`src/rtl/sff_pkg.sv`:
```
package sff_pkg;
  localparam int BYTE_W = 8;

  typedef enum logic [1:0] {
    ST_IDLE  = 2'd0,
    ST_RUN   = 2'd1,
    ST_ABORT = 2'd2
  } frameState_t;

  // Strobes from the control to the datapath, one system cycle wide.
  typedef struct packed {
    logic capture;     // shift SI into the receive register
    logic latchInstr;  // keep the completed instruction byte
    logic load;        // load the return byte into the send register
    logic shift;       // advance the send register by one bit
  } dpStrobes_t;
endpackage

```
`src/rtl/sff_sync.sv`:
```
module sff_sync #(
  parameter int WIDTH = 4,
  parameter int STAGES = 2,   // must be 2 or more
  parameter logic [WIDTH-1:0] RST_VAL = '0
) (
  input  logic             clk,
  input  logic             rstN,
  input  logic [WIDTH-1:0] din,
  output logic [WIDTH-1:0] dout
);
  for (genvar b = 0; b < WIDTH; b++) begin : g_bit
    logic [STAGES-1:0] chain;
    always_ff @(posedge clk or negedge rstN) begin
      if (!rstN) chain <= {STAGES{RST_VAL[b]}};
      else       chain <= {chain[STAGES-2:0], din[b]};
    end
    assign dout[b] = chain[STAGES-1];
  end
endmodule

```
`src/rtl/sff_ctrl.sv`:
```
module sff_ctrl
  import sff_pkg::*;
#(
  parameter int TYPE_W = 4,
  parameter logic [TYPE_W-1:0] DEV_TYPE = 4'b0101,
  parameter int ADDR_W = 2
) (
  input  logic              clk,
  input  logic              rstN,
  input  logic              sckS,
  input  logic              csS,
  input  logic              holdS,
  input  logic [ADDR_W-1:0] strap,
  input  logic [BYTE_W-1:0] rxNext,
  input  logic              txReq,
  output dpStrobes_t        stb,
  output logic              soEn,
  output logic              frameStart,
  output logic              frameEnd,
  output logic              frameWhole,
  output logic              byteDone,
  output logic [1:0]        byteNum
);
  localparam int BIT_W = $clog2(BYTE_W);
  localparam int PAD_W = BYTE_W - TYPE_W - ADDR_W;
  localparam logic [BIT_W-1:0] LAST_BIT = BIT_W'(BYTE_W - 1);

  frameState_t      state;
  logic             sckPrev, csPrev, holdActive, soActive;
  logic [BIT_W-1:0] bitCnt;
  logic [1:0]       byteCnt;
  logic             sckRise, sckFall, csFall, csRise, gate, lastBit, idOk;

  assign sckRise = sckS & ~sckPrev;
  assign sckFall = ~sckS & sckPrev;
  assign csFall  = csPrev & ~csS;
  assign csRise  = ~csPrev & csS;
  assign lastBit = (bitCnt == LAST_BIT);
  assign gate    = (state == ST_RUN) && !holdActive && !csFall && !csRise;

  assign idOk = (rxNext[BYTE_W-1 -: TYPE_W] == DEV_TYPE) &&
                (rxNext[ADDR_W +: PAD_W] == '0) &&
                (rxNext[ADDR_W-1:0] == strap);

  always_ff @(posedge clk or negedge rstN) begin
    if (!rstN) begin
      sckPrev <= 1'b0;
      csPrev  <= 1'b0;   // selected until a real high is seen
    end else begin
      sckPrev <= sckS;
      csPrev  <= csS;
    end
  end

  // Pause level follows holdN only while SCK is low.
  always_ff @(posedge clk or negedge rstN) begin
    if (!rstN)      holdActive <= 1'b0;
    else if (csS)   holdActive <= 1'b0;
    else if (!sckS) holdActive <= !holdS;
  end

  always_comb begin
    stb            = '0;
    stb.capture    = gate && sckRise;
    stb.latchInstr = gate && sckRise && lastBit && (byteCnt == 2'd1);
    stb.load       = gate && sckFall && (bitCnt == '0) && (byteCnt == 2'd2) && txReq;
    stb.shift      = gate && sckFall && soActive && (bitCnt != '0);
  end

  always_ff @(posedge clk or negedge rstN) begin
    if (!rstN) begin
      state      <= ST_IDLE;
      bitCnt     <= '0;
      byteCnt    <= '0;
      soActive   <= 1'b0;
      frameStart <= 1'b0;
      frameEnd   <= 1'b0;
      frameWhole <= 1'b0;
      byteDone   <= 1'b0;
      byteNum    <= '0;
    end else begin
      frameStart <= 1'b0;
      frameEnd   <= 1'b0;
      byteDone   <= 1'b0;
      if (csFall) begin
        state      <= ST_RUN;
        bitCnt     <= '0;
        byteCnt    <= '0;
        soActive   <= 1'b0;
        frameStart <= 1'b1;
      end else if (csRise) begin
        if (state != ST_IDLE) begin
          frameEnd   <= 1'b1;
          frameWhole <= (state == ST_RUN) && (bitCnt == '0) && (byteCnt != '0);
        end
        state    <= ST_IDLE;
        soActive <= 1'b0;
      end else if (gate && sckRise) begin
        if (lastBit) begin
          bitCnt <= '0;
          if ((byteCnt == '0) && !idOk) begin
            state <= ST_ABORT;
          end else begin
            byteDone <= 1'b1;
            byteNum  <= byteCnt;
            if (byteCnt != 2'd3) byteCnt <= byteCnt + 2'd1;
          end
        end else begin
          bitCnt <= bitCnt + 1'b1;
        end
      end else if (gate && sckFall && (bitCnt == '0)) begin
        soActive <= stb.load;
      end
    end
  end

  assign soEn = soActive && (state == ST_RUN) && !holdActive && !csS;

  a_r3_abort_quiet: assert property (@(posedge clk) disable iff (!rstN)
    (state == ST_ABORT) |=> !byteDone);
  a_r10_start_runs: assert property (@(posedge clk) disable iff (!rstN)
    frameStart |-> (state == ST_RUN));
  a_r4_end_deselected: assert property (@(posedge clk) disable iff (!rstN)
    frameEnd |-> csS);
  a_r8_hold_no_byte: assert property (@(posedge clk) disable iff (!rstN)
    holdActive |=> !byteDone);
  a_r7_strobes_excl: assert property (@(posedge clk) disable iff (!rstN)
    $onehot0({stb.capture, stb.load, stb.shift}));
endmodule

```
`src/rtl/sff_datapath.sv`:
```
module sff_datapath
  import sff_pkg::*;
(
  input  logic              clk,
  input  logic              rstN,
  input  dpStrobes_t        stb,
  input  logic              siS,
  input  logic [BYTE_W-1:0] txData,
  output logic [BYTE_W-1:0] rxNext,
  output logic [BYTE_W-1:0] rxByte,
  output logic [BYTE_W-1:0] instrByte,
  output logic              so
);
  logic [BYTE_W-1:0] rxShift, txShift;

  assign rxNext = {rxShift[BYTE_W-2:0], siS};
  assign rxByte = rxShift;
  assign so     = txShift[BYTE_W-1];

  always_ff @(posedge clk or negedge rstN) begin
    if (!rstN) begin
      rxShift   <= '0;
      instrByte <= '0;
      txShift   <= '0;
    end else begin
      if (stb.capture)    rxShift   <= rxNext;
      if (stb.latchInstr) instrByte <= rxNext;
      if (stb.load)       txShift   <= txData;
      else if (stb.shift) txShift   <= {txShift[BYTE_W-2:0], 1'b0};
    end
  end

  a_r1_rx_steady: assert property (@(posedge clk) disable iff (!rstN)
    !stb.capture |=> $stable(rxShift));
  a_r7_tx_steady: assert property (@(posedge clk) disable iff (!rstN)
    !(stb.load || stb.shift) |=> $stable(txShift));
endmodule

```
`src/rtl/spi_frame_frontend.sv`:
```
module spi_frame_frontend
  import sff_pkg::*;
#(
  parameter int SYNC_STAGES = 2,
  parameter int OP_W = 4,
  parameter int SEL_W = 2
) (
  input  logic             clk,
  input  logic             rstN,
  input  logic             sck,
  input  logic             csN,
  input  logic             si,
  input  logic             holdN,
  input  logic [SEL_W-1:0] addrStrap,
  input  logic             txReq,
  input  logic [BYTE_W-1:0] txData,
  output logic             so,
  output logic             soEn,
  output logic             frameStart,
  output logic             frameEnd,
  output logic             frameWhole,
  output logic             byteDone,
  output logic [1:0]       byteNum,
  output logic [BYTE_W-1:0] rxByte,
  output logic [OP_W-1:0]  instrOp,
  output logic [SEL_W-1:0] instrReg,
  output logic [SEL_W-1:0] instrPot
);
  localparam logic [3:0] SYNC_RST = 4'b1000;  // holdN idles high

  logic [3:0]        pinS;
  logic              sckS, csS, siS, holdS;
  dpStrobes_t        stb;
  logic [BYTE_W-1:0] rxNext, instrByte;

  sff_sync #(.WIDTH(4), .STAGES(SYNC_STAGES), .RST_VAL(SYNC_RST)) u_sync (
    .clk(clk), .rstN(rstN), .din({holdN, si, csN, sck}), .dout(pinS));
  assign {holdS, siS, csS, sckS} = pinS;

  sff_ctrl #(.TYPE_W(OP_W), .DEV_TYPE(4'b0101), .ADDR_W(SEL_W)) u_ctrl (
    .clk(clk), .rstN(rstN), .sckS(sckS), .csS(csS), .holdS(holdS),
    .strap(addrStrap), .rxNext(rxNext), .txReq(txReq), .stb(stb),
    .soEn(soEn), .frameStart(frameStart), .frameEnd(frameEnd),
    .frameWhole(frameWhole), .byteDone(byteDone), .byteNum(byteNum));

  sff_datapath u_dp (
    .clk(clk), .rstN(rstN), .stb(stb), .siS(siS), .txData(txData),
    .rxNext(rxNext), .rxByte(rxByte), .instrByte(instrByte), .so(so));

  assign instrOp  = instrByte[BYTE_W-1 -: OP_W];
  assign instrReg = instrByte[SEL_W +: SEL_W];
  assign instrPot = instrByte[SEL_W-1:0];

  a_r2_id_accepted: assert property (@(posedge clk) disable iff (!rstN)
    (byteDone && byteNum == 2'd0) |->
      (rxByte[7:4] == 4'b0101 && rxByte[3:2] == 2'b00 && rxByte[1:0] == addrStrap));
endmodule

```
`config.mk`:
```
export PLATFORM = sky130hd
export DESIGN_NAME = spi_frame_frontend
export DESIGN_NICKNAME = d
export VERILOG_FILES = /design/src/rtl/sff_pkg.sv /design/src/rtl/sff_sync.sv /design/src/rtl/sff_ctrl.sv /design/src/rtl/sff_datapath.sv /design/src/rtl/spi_frame_frontend.sv
export SDC_FILE = /design/constraint.sdc
export NUM_CORES = 1
export LEC_CHECK = 0
export ABC_CLOCK_PERIOD_IN_PS = 2500
export BUFFER_PORTS_ARGS = -buffer_cell sky130_fd_sc_hd__buf_4
export CORE_AREA = 2 2 70 72
export DETAILED_ROUTE_END_ITERATION = 10
export DIE_AREA = 0 0 72 74
export PLACE_DENSITY_LB_ADDON = 0.2
export SETUP_SLACK_MARGIN = 0.3
export SLEW_MARGIN = 0
export SYNTH_ARGS = -nofsm -noshare
export SYNTH_HDL_FRONTEND = slang
export SYNTH_SLANG_ARGS = --single-unit
```
`constraint.sdc`:
```
create_clock -name clk -period 2.5 [get_ports clk]
set_clock_uncertainty 0.1 [all_clocks]
set_input_delay 0.5 -clock clk [delete_from_list [all_inputs] [get_ports clk]]
set_output_delay 0.5 -clock clk [all_outputs]
set_load 0.01 [all_outputs]
```
==> flow_metrics.py, run 1 <==
metrics = {
    "global_routing": {
        "grt_max_degree": 50,
        "grt_usage": 0.1792,
        "antenna_found_initial": 0,
        "grt_pass1_vias": 1599,
        "grt-ovfl-total": 0,
        "grt_pass1_wl_um": 7348,
    },
    "clock_network": {
        "clk_pin_slew_worst_paths_ns": 0.09,
        "cts_buffer_depth": 2,
        "clock_latency_ns": 0.30,
        "numCtsBuffers": 5,
        "cts-root-buf": "clkbuf_8",
        "cts_max_level": 2,
        "cts.sinks": 49,
        "cts_tree": "done",
    },
    "pwr": {
        "p_sw_frac": 0.2821,
        "power_switching_uw": 555.3,
        "power_frac_comb": 0.234,
        "ir_drop_uv": 357.4,
        "cellInternalPower_uw": 1413,
        "pwr-share-clk": 0.287,
        "p_per_area_mw_per_mm2": 693.9,
        "power_uw": 1968,
        "seqPwrFrac": 0.480,
        "p_leak_uw": 0.001378,
    },
    "place": {
        "place_inst": 265,
        "port_buffers": 40,
        "pre_cts_slack_ns": 0.2051,
        "dpl.hpwl_um": 3087,
        "place_congestion": 0.8502,
    },
    "finish": {
        "drive_gt1_frac": 0.4487,
        "n_fill_cell": 390,
        "layout.nets": 259,
        "fin_cells": 288,
        "area_growth_pct": 29.69,
        "n_antenna_cell": 0,
    },
    "timing": {
        "relSlewSlack": 0.5984,
        "setup-tns-final_ns": 0,
        "slew_violations": 0,
        "finalCriticalPeriod_ns": 2.246,
        "finalCritPeriodShare": 0.8986,
        "setup_violations": 0,
        "hold_viol": 0,
        "tightest_slew_ns": 0.6024,
        "rsz0062_at_grt": "yes",
        "worst_slack_ns": 0.2536,
        "max_freq_ghz": 0.4452,
    },
    "routing": {
        "ant_nets": 0,
        "wl_um": 4439,
        "drt_iter0_markers": 69,
        "vias": 1569,
        "first_pass_iters": 4,
        "wire_per_inst_um": 15.41,
        "drcViolationCount": 0,
        "viasPerCell": 5.448,
    },
    "floorplan": {
        "io_pins": 41,
        "fp.dieH_um": 74,
        "design.die.area_mm2": 0.005328,
        "start_util": 0.4756,
        "fp-row-count": 25,
        "core_area_mm2": 0.004598,
        "die_w_um": 72,
    },
    "synthesis": {
        "synth_top_cell_by_area": "dfrtp_1",
        "post_synth_num_cell_types": 48,
        "yosys_warnings": 0,
        "synth.most_common_cell": "dfrtp_1",
        "avgSynthCellArea_um2": 12.57,
        "syn-num-nets": 200,
        "synth_commonest_cells": "dfrtp_1, mux2_2, ha_1, inv_1, o21ai_0",
        "synth-edff-count": 0,
        "async_flop_share": 1.000,
        "netlist_instances": 174,
        "synth_area_mm2": 0.002187,
        "synth_ff_type": "dfrtp_1",
        "yosysSeqAreaShare": 0.5618,
        "yosysTopAreaCellShare": 0.5378,
        "synthTopCellsByArea": "dfrtp_1, mux2_2, ha_1",
        "synth_seq_cells": 49,
    },
    "hold_path": {
        "hold_class": "input port to asynchronous set/reset pin",
    },
    "critical_path": {
        "slowest_stage": "or4b_4",
        "critPathMaxStageDelay_ns": 0.51,
        "path_cells": "or3b_4 -> or4b_4 -> a221oi_2 -> mux2_1",
        "worstPathRequired_ns": 2.59,
        "path_buf_inv": 0,
        "end_kind": "flop",
        "arrival_ns": 2.34,
        "startpoint_type": "flop",
        "worstSetupPathType": "flop to flop",
        "cp_max_fo": 7,
        "critPathTopFamily": "simple AND/OR/NAND/NOR gates",
    },
    "outcome": {
        "status": "finished clean",
    },
    "flow_run": {
        "maxCapViolCount": 0,
    },
}
[per-layer routing]
layer  track usage  vias up  part of all wire
met5             0        -                 0
met4       0.05870        0             0.012
met3       0.04201        6             0.041
met2        0.2994       35              0.50
met1        0.2336      777              0.45
li1              -      751                 -
[layout make-up]
cell class	instances	area (um2)	share of cell area
clock buffer	6	72.57	0.02558
clock inverter	2	38.79	0.01367
sequential	49	1230	0.4336
multi-input combinational	109	943.4	0.3326
timing repair buffer	59	450.4	0.1588
tap	54	67.56	0.02382
inverter	9	33.78	0.01191
[what timing repair did]
item                       CTS  global route
hold buffers                 0             0
cloned                       0             0
setup endpoints to repair    7            22
resized for setup            6            11
buffers inserted            10             5
pin swaps                    5             5
[registers in the layout (all words and copies together) (netlist names), 2 cells and up]
register            count
u_dp.instrByte          8
u_ctrl.byteNum          2
u_sync.g_bit.chain      8
u_dp.txShift            8
u_ctrl.state            2
u_dp.rxByte             8
u_ctrl.byteCnt          2
u_ctrl.bitCnt           3
[metrics by stage]
stage                     hold WS (ns)    util  area, um2
final                          0.09950  0.6169       2836
after detailed placement        0.2370  0.5537       2546
after CTS                       0.1260  0.5978       2749
after global placement          0.2360  0.5537       2546
after floorplan                 0.1044       -       2211
after global routing            0.1443  0.6169       2836
[worst paths after layout]
| check | start | endpoint | slack, ns | cells past startpoint |
|---|---|---|---|---|
| worst min register to register | u_sync.g_bit[0].chain[0] | u_sync.g_bit[0].chain[1] | 0.25 | 0 |
| worst max register to register | u_ctrl.state[1] | u_ctrl.state[0] | 0.25 | 4 |
| worst max-delay path | u_ctrl.state[1] | u_ctrl.state[0] | 0.25 | 4 |
| max in group asynchronous | rstN | u_sync.g_bit[1].chain[1] | 1.76 | 1 |
| worst min-delay path | rstN | u_ctrl.frameEnd | 0.1 | 1 |
| min in group clk | holdN | u_sync.g_bit[3].chain[0] | 0.20 | 1 |
[kinds of logic after synthesis]
logic type                 count (synthesis)  synth area share
adders and majority gates                  9           0.05149
and+or+nand+nor                           43            0.1207
AOI/OAI and AO/OA                         35            0.1184
xor gates and xnor gates                   2          0.008011
DFF                                       49            0.5618
muxes                                     20            0.1018
buffers and inverters                     16           0.03775
[power by group through the flow]
stage | Clock (uW) | Combinational (uW) | Sequential [uW]
4_1_cts | 577 | 415 | 951
6_report | 564 | 460 | 945
2_1_floorplan | 0 | 217 | 964
5_1_grt | 605 | 510 | 956
3_5_place_dp | 0 | 361 | 974
3_3_place_gp | 0 | 354 | 967
[layout by cell type, fill, tap and decap left out, types with 2 or more instances in the layout]
cell type  Yosys  layout
o221a_2        3       3
ha_1           9       6
or3_4          0       2
ha_2           0       2
or3_1          5       3
nor3_1         4       3
a21oi_1        7       7
nand2_1        6       5
nor3b_1        3       2
a221o_1        2       2
clkbuf_8       0       5
o21ai_0        9       9
buf_4          1      57
nor2_1         5       5
or2_4          0       2
buf_6          2       2
mux2_2        17      17
or4b_1         2       2
a2bb2oi_1      2       2
inv_1          9       8
dfrtp_1       47      46
dfstp_2        2       2
and2_1         3       3
xor2_1         2       2
nand2b_1       4       4
mux2i_1        2       2
Power figures use the tool's default switching activity.
==> run 2, diff against run 1 <==
--- a/config.mk
+++ b/config.mk
@@ -7,12 +7,13 @@
 export LEC_CHECK = 0
 export ABC_CLOCK_PERIOD_IN_PS = 2500
 export BUFFER_PORTS_ARGS = -buffer_cell sky130_fd_sc_hd__buf_4
-export CORE_AREA = 2 2 70 72
+export CORE_AREA = 2 2 72 74
 export DETAILED_ROUTE_END_ITERATION = 10
-export DIE_AREA = 0 0 72 74
+export DIE_AREA = 0 0 74 76
 export PLACE_DENSITY_LB_ADDON = 0.2
 export SETUP_SLACK_MARGIN = 0.3
 export SLEW_MARGIN = 0
 export SYNTH_ARGS = -nofsm -noshare
 export SYNTH_HDL_FRONTEND = slang
+export SYNTH_HIERARCHICAL = 1
 export SYNTH_SLANG_ARGS = --single-unit
==> flow_metrics.py, run 2 <==
metrics = {
    "floorplan": {
        "fp.dieH_um": 76,
        "fp-row-count": 26,
        "core_area_mm2": 0.004912,
        "start_util": 0.4819,
        "die_w_um": 74,
        "io_pins": 41,
        "design.die.area_mm2": 0.005624,
    },
    "global_routing": {
        "grt_pass1_wl_um": 7348,
        "antenna_found_initial": 0,
        "grt_pass1_vias": 1566,
        "grt-ovfl-total": 0,
        "grt_max_degree": 50,
        "grt_usage": 0.1661,
    },
    "critical_path": {
        "reg2regPathDepth": 6,
        "startpoint_type": "flop",
        "path_buf_inv": 0,
        "cp_num_cells": 6,
        "critPathMaxStageDelay_ns": 0.40,
        "worstSetupPathType": "flop to flop",
        "end_kind": "flop",
        "path_cells": "ha_1 -> ha_1 -> and3b_1 -> a41o_1 -> and2_1 -> o311ai_1",
        "arrival_ns": 2.12,
        "rr_startpoint": "u_ctrl/bitCnt[0]",
        "cp_common_cell": "ha_1",
        "slowest_stage": "dfrtp_1",
        "worstPathRequired_ns": 2.58,
        "rr_endpoint": "u_ctrl/byteCnt[1]",
        "cp_max_fo": 8,
        "critPathTopFamily": "compound AO/OA/AOI/OAI gates",
        "r2r_slack_ns": 0.46,
    },
    "place": {
        "pre_cts_slack_ns": 0.3251,
        "port_buffers": 40,
        "placed_cell_area_mm2": 0.002631,
        "place_congestion": 0.8579,
        "dpl.hpwl_um": 2970,
        "place_inst": 283,
    },
    "pwr": {
        "p_leak_uw": 0.001282,
        "ir_drop_uv": 303.4,
        "p_per_area_mw_per_mm2": 734.3,
    },
    "finish": {
        "final_cell_mix": "dfrtp_1, buf_4, mux2_4",
        "layout.nets": 246,
        "n_fill_cell": 398,
        "fin_cells": 291,
        "final_cell_area_mm2": 0.002734,
        "layout_commonest_cell": "dfrtp_1",
        "drive_gt1_frac": 0.3484,
        "area_growth_pct": 15.49,
        "n_antenna_cell": 0,
    },
    "routing": {
        "ant_nets": 0,
        "wl_um": 4075,
        "first_pass_iters": 4,
        "viasPerCell": 4.979,
        "wire_per_inst_um": 14.00,
        "vias": 1449,
        "drcViolationCount": 0,
        "drt_iter0_markers": 101,
    },
    "synthesis": {
        "synth.most_common_cell": "dfrtp_1",
        "synth_area_mm2": 0.002367,
        "synth_commonest_cells": "dfrtp_1, mux2_4, nand2_1",
        "syn-num-nets": 214,
        "synth_seq_cells": 49,
        "synthTopCellsByArea": "dfrtp_1, mux2_4, ha_1",
        "async_flop_share": 1.000,
        "netlist_instances": 188,
        "yosysTopAreaCellShare": 0.4968,
        "avgSynthCellArea_um2": 12.59,
        "yosysSeqAreaShare": 0.5190,
        "synth_top_cell_by_area": "dfrtp_1",
        "synth_ff_type": "dfrtp_1",
        "yosys_warnings": 6,
        "post_synth_num_cell_types": 42,
        "synth-edff-count": 0,
    },
    "timing": {
        "slew_violations": 0,
        "rsz0062_at_grt": "no",
        "max_freq_ghz": 0.4897,
        "setup_violations": 0,
        "finalCriticalPeriod_ns": 2.042,
        "relSlewSlack": 0.6008,
        "worst_slack_ns": 0.4580,
        "setup-tns-final_ns": 0,
        "hold_viol": 0,
        "finalCritPeriodShare": 0.8168,
        "tightest_slew_ns": 0.5989,
    },
    "flow_run": {
        "maxCapViolCount": 0,
    },
    "clock_network": {
        "numCtsBuffers": 5,
        "clk_pin_slew_worst_paths_ns": 0.08,
        "hold_buffers": 0,
        "cts-root-buf": "clkbuf_8",
        "cts_max_level": 2,
        "cts_buffer_depth": 2,
        "cts.sinks": 49,
        "cts_tree": "done",
        "clock_latency_ns": 0.29,
    },
    "outcome": {
        "status": "finished clean",
    },
    "hold_path": {
        "hold_class": "input port to asynchronous set/reset pin",
    },
}
## run 2: stage by stage
stage,util,power (uW),hold WS (ns)
after CTS,0.5525,2039,0.1306
final,0.5565,2007,0.1089
after global placement,0.5357,1567,0.2335
after floorplan,-,1441,0.1044
after detailed placement,0.5357,1598,0.2385
after global routing,0.5565,2140,0.1623
## run 2: cell families after synthesis
kind of cell | after synthesis | share of synthesized area
flops | 49 | 0.5190
simple gates | 45 | 0.1216
buf+inv | 29 | 0.07928
compound gates | 28 | 0.08034
mux | 26 | 0.1448
fa+ha+maj | 9 | 0.04757
xor+xnor | 2 | 0.007401
## run 2: metal layers
layer | wire [um] | GRT usage | vias up
li1 | - | - | 698
met1 | 1750 | 0.2130 | 711
met2 | 2087 | 0.2741 | 33
met3 | 175 | 0.04101 | 7
met4 | 61 | 0.05091 | 0
met5 | 0 | 0 | -
## run 2: how the worst max path moves through the flow
| stage | from | to | slack, ns |
|---|---|---|---|
| after floorplan | u_sync/g_bit[1].chain[1] | u_dp/instrByte[0] | 0.44 |
| after global placement | u_sync/g_bit[1].chain[1] | u_dp/txShift[7] | 0.41 |
| after detailed placement | u_sync/g_bit[1].chain[1] | u_dp/txShift[6] | 0.33 |
| after CTS | u_sync/g_bit[1].chain[1] | u_dp/txShift[6] | 0.30 |
| after global routing | u_ctrl/bitCnt[0] | u_ctrl/byteCnt[1] | 0.31 |
| final | u_ctrl/bitCnt[0] | u_ctrl/byteCnt[1] | 0.46 |
## run 2: final cells by class
type | count | area [um2] | area share
Timing Repair Buffer | 43 | 322.8 | 0.1181
Inverter | 11 | 41.29 | 0.01510
Sequential cell | 49 | 1229 | 0.4494
Clock buffer | 6 | 72.57 | 0.02654
Tap cell | 70 | 87.58 | 0.03204
Clock inverter | 2 | 10.01 | 0.003661
Multi-Input combinational cell | 110 | 970.9 | 0.3551
## run 2: worst reg2reg max path, stage by stage (launching register included)
cell and delay (ns):
dfrtp_1 0.40, ha_1 0.20, ha_1 0.28, and3b_1 0.22, a41o_1 0.28, and2_1 0.17, o311ai_1 0.27
## run 2: timing repair
item | in CTS | in global routing
setup buffers | 0 | 0
endpoints found under the setup margin | 0 | 18
resized for setup | 0 | 4
endpoints found under the hold margin | 0 | 0
## run 2: power breakdown
part	switching (uW)	internal [uW]
combinational	209	276
sequential	156	935
clock	237	194
total	602	1400
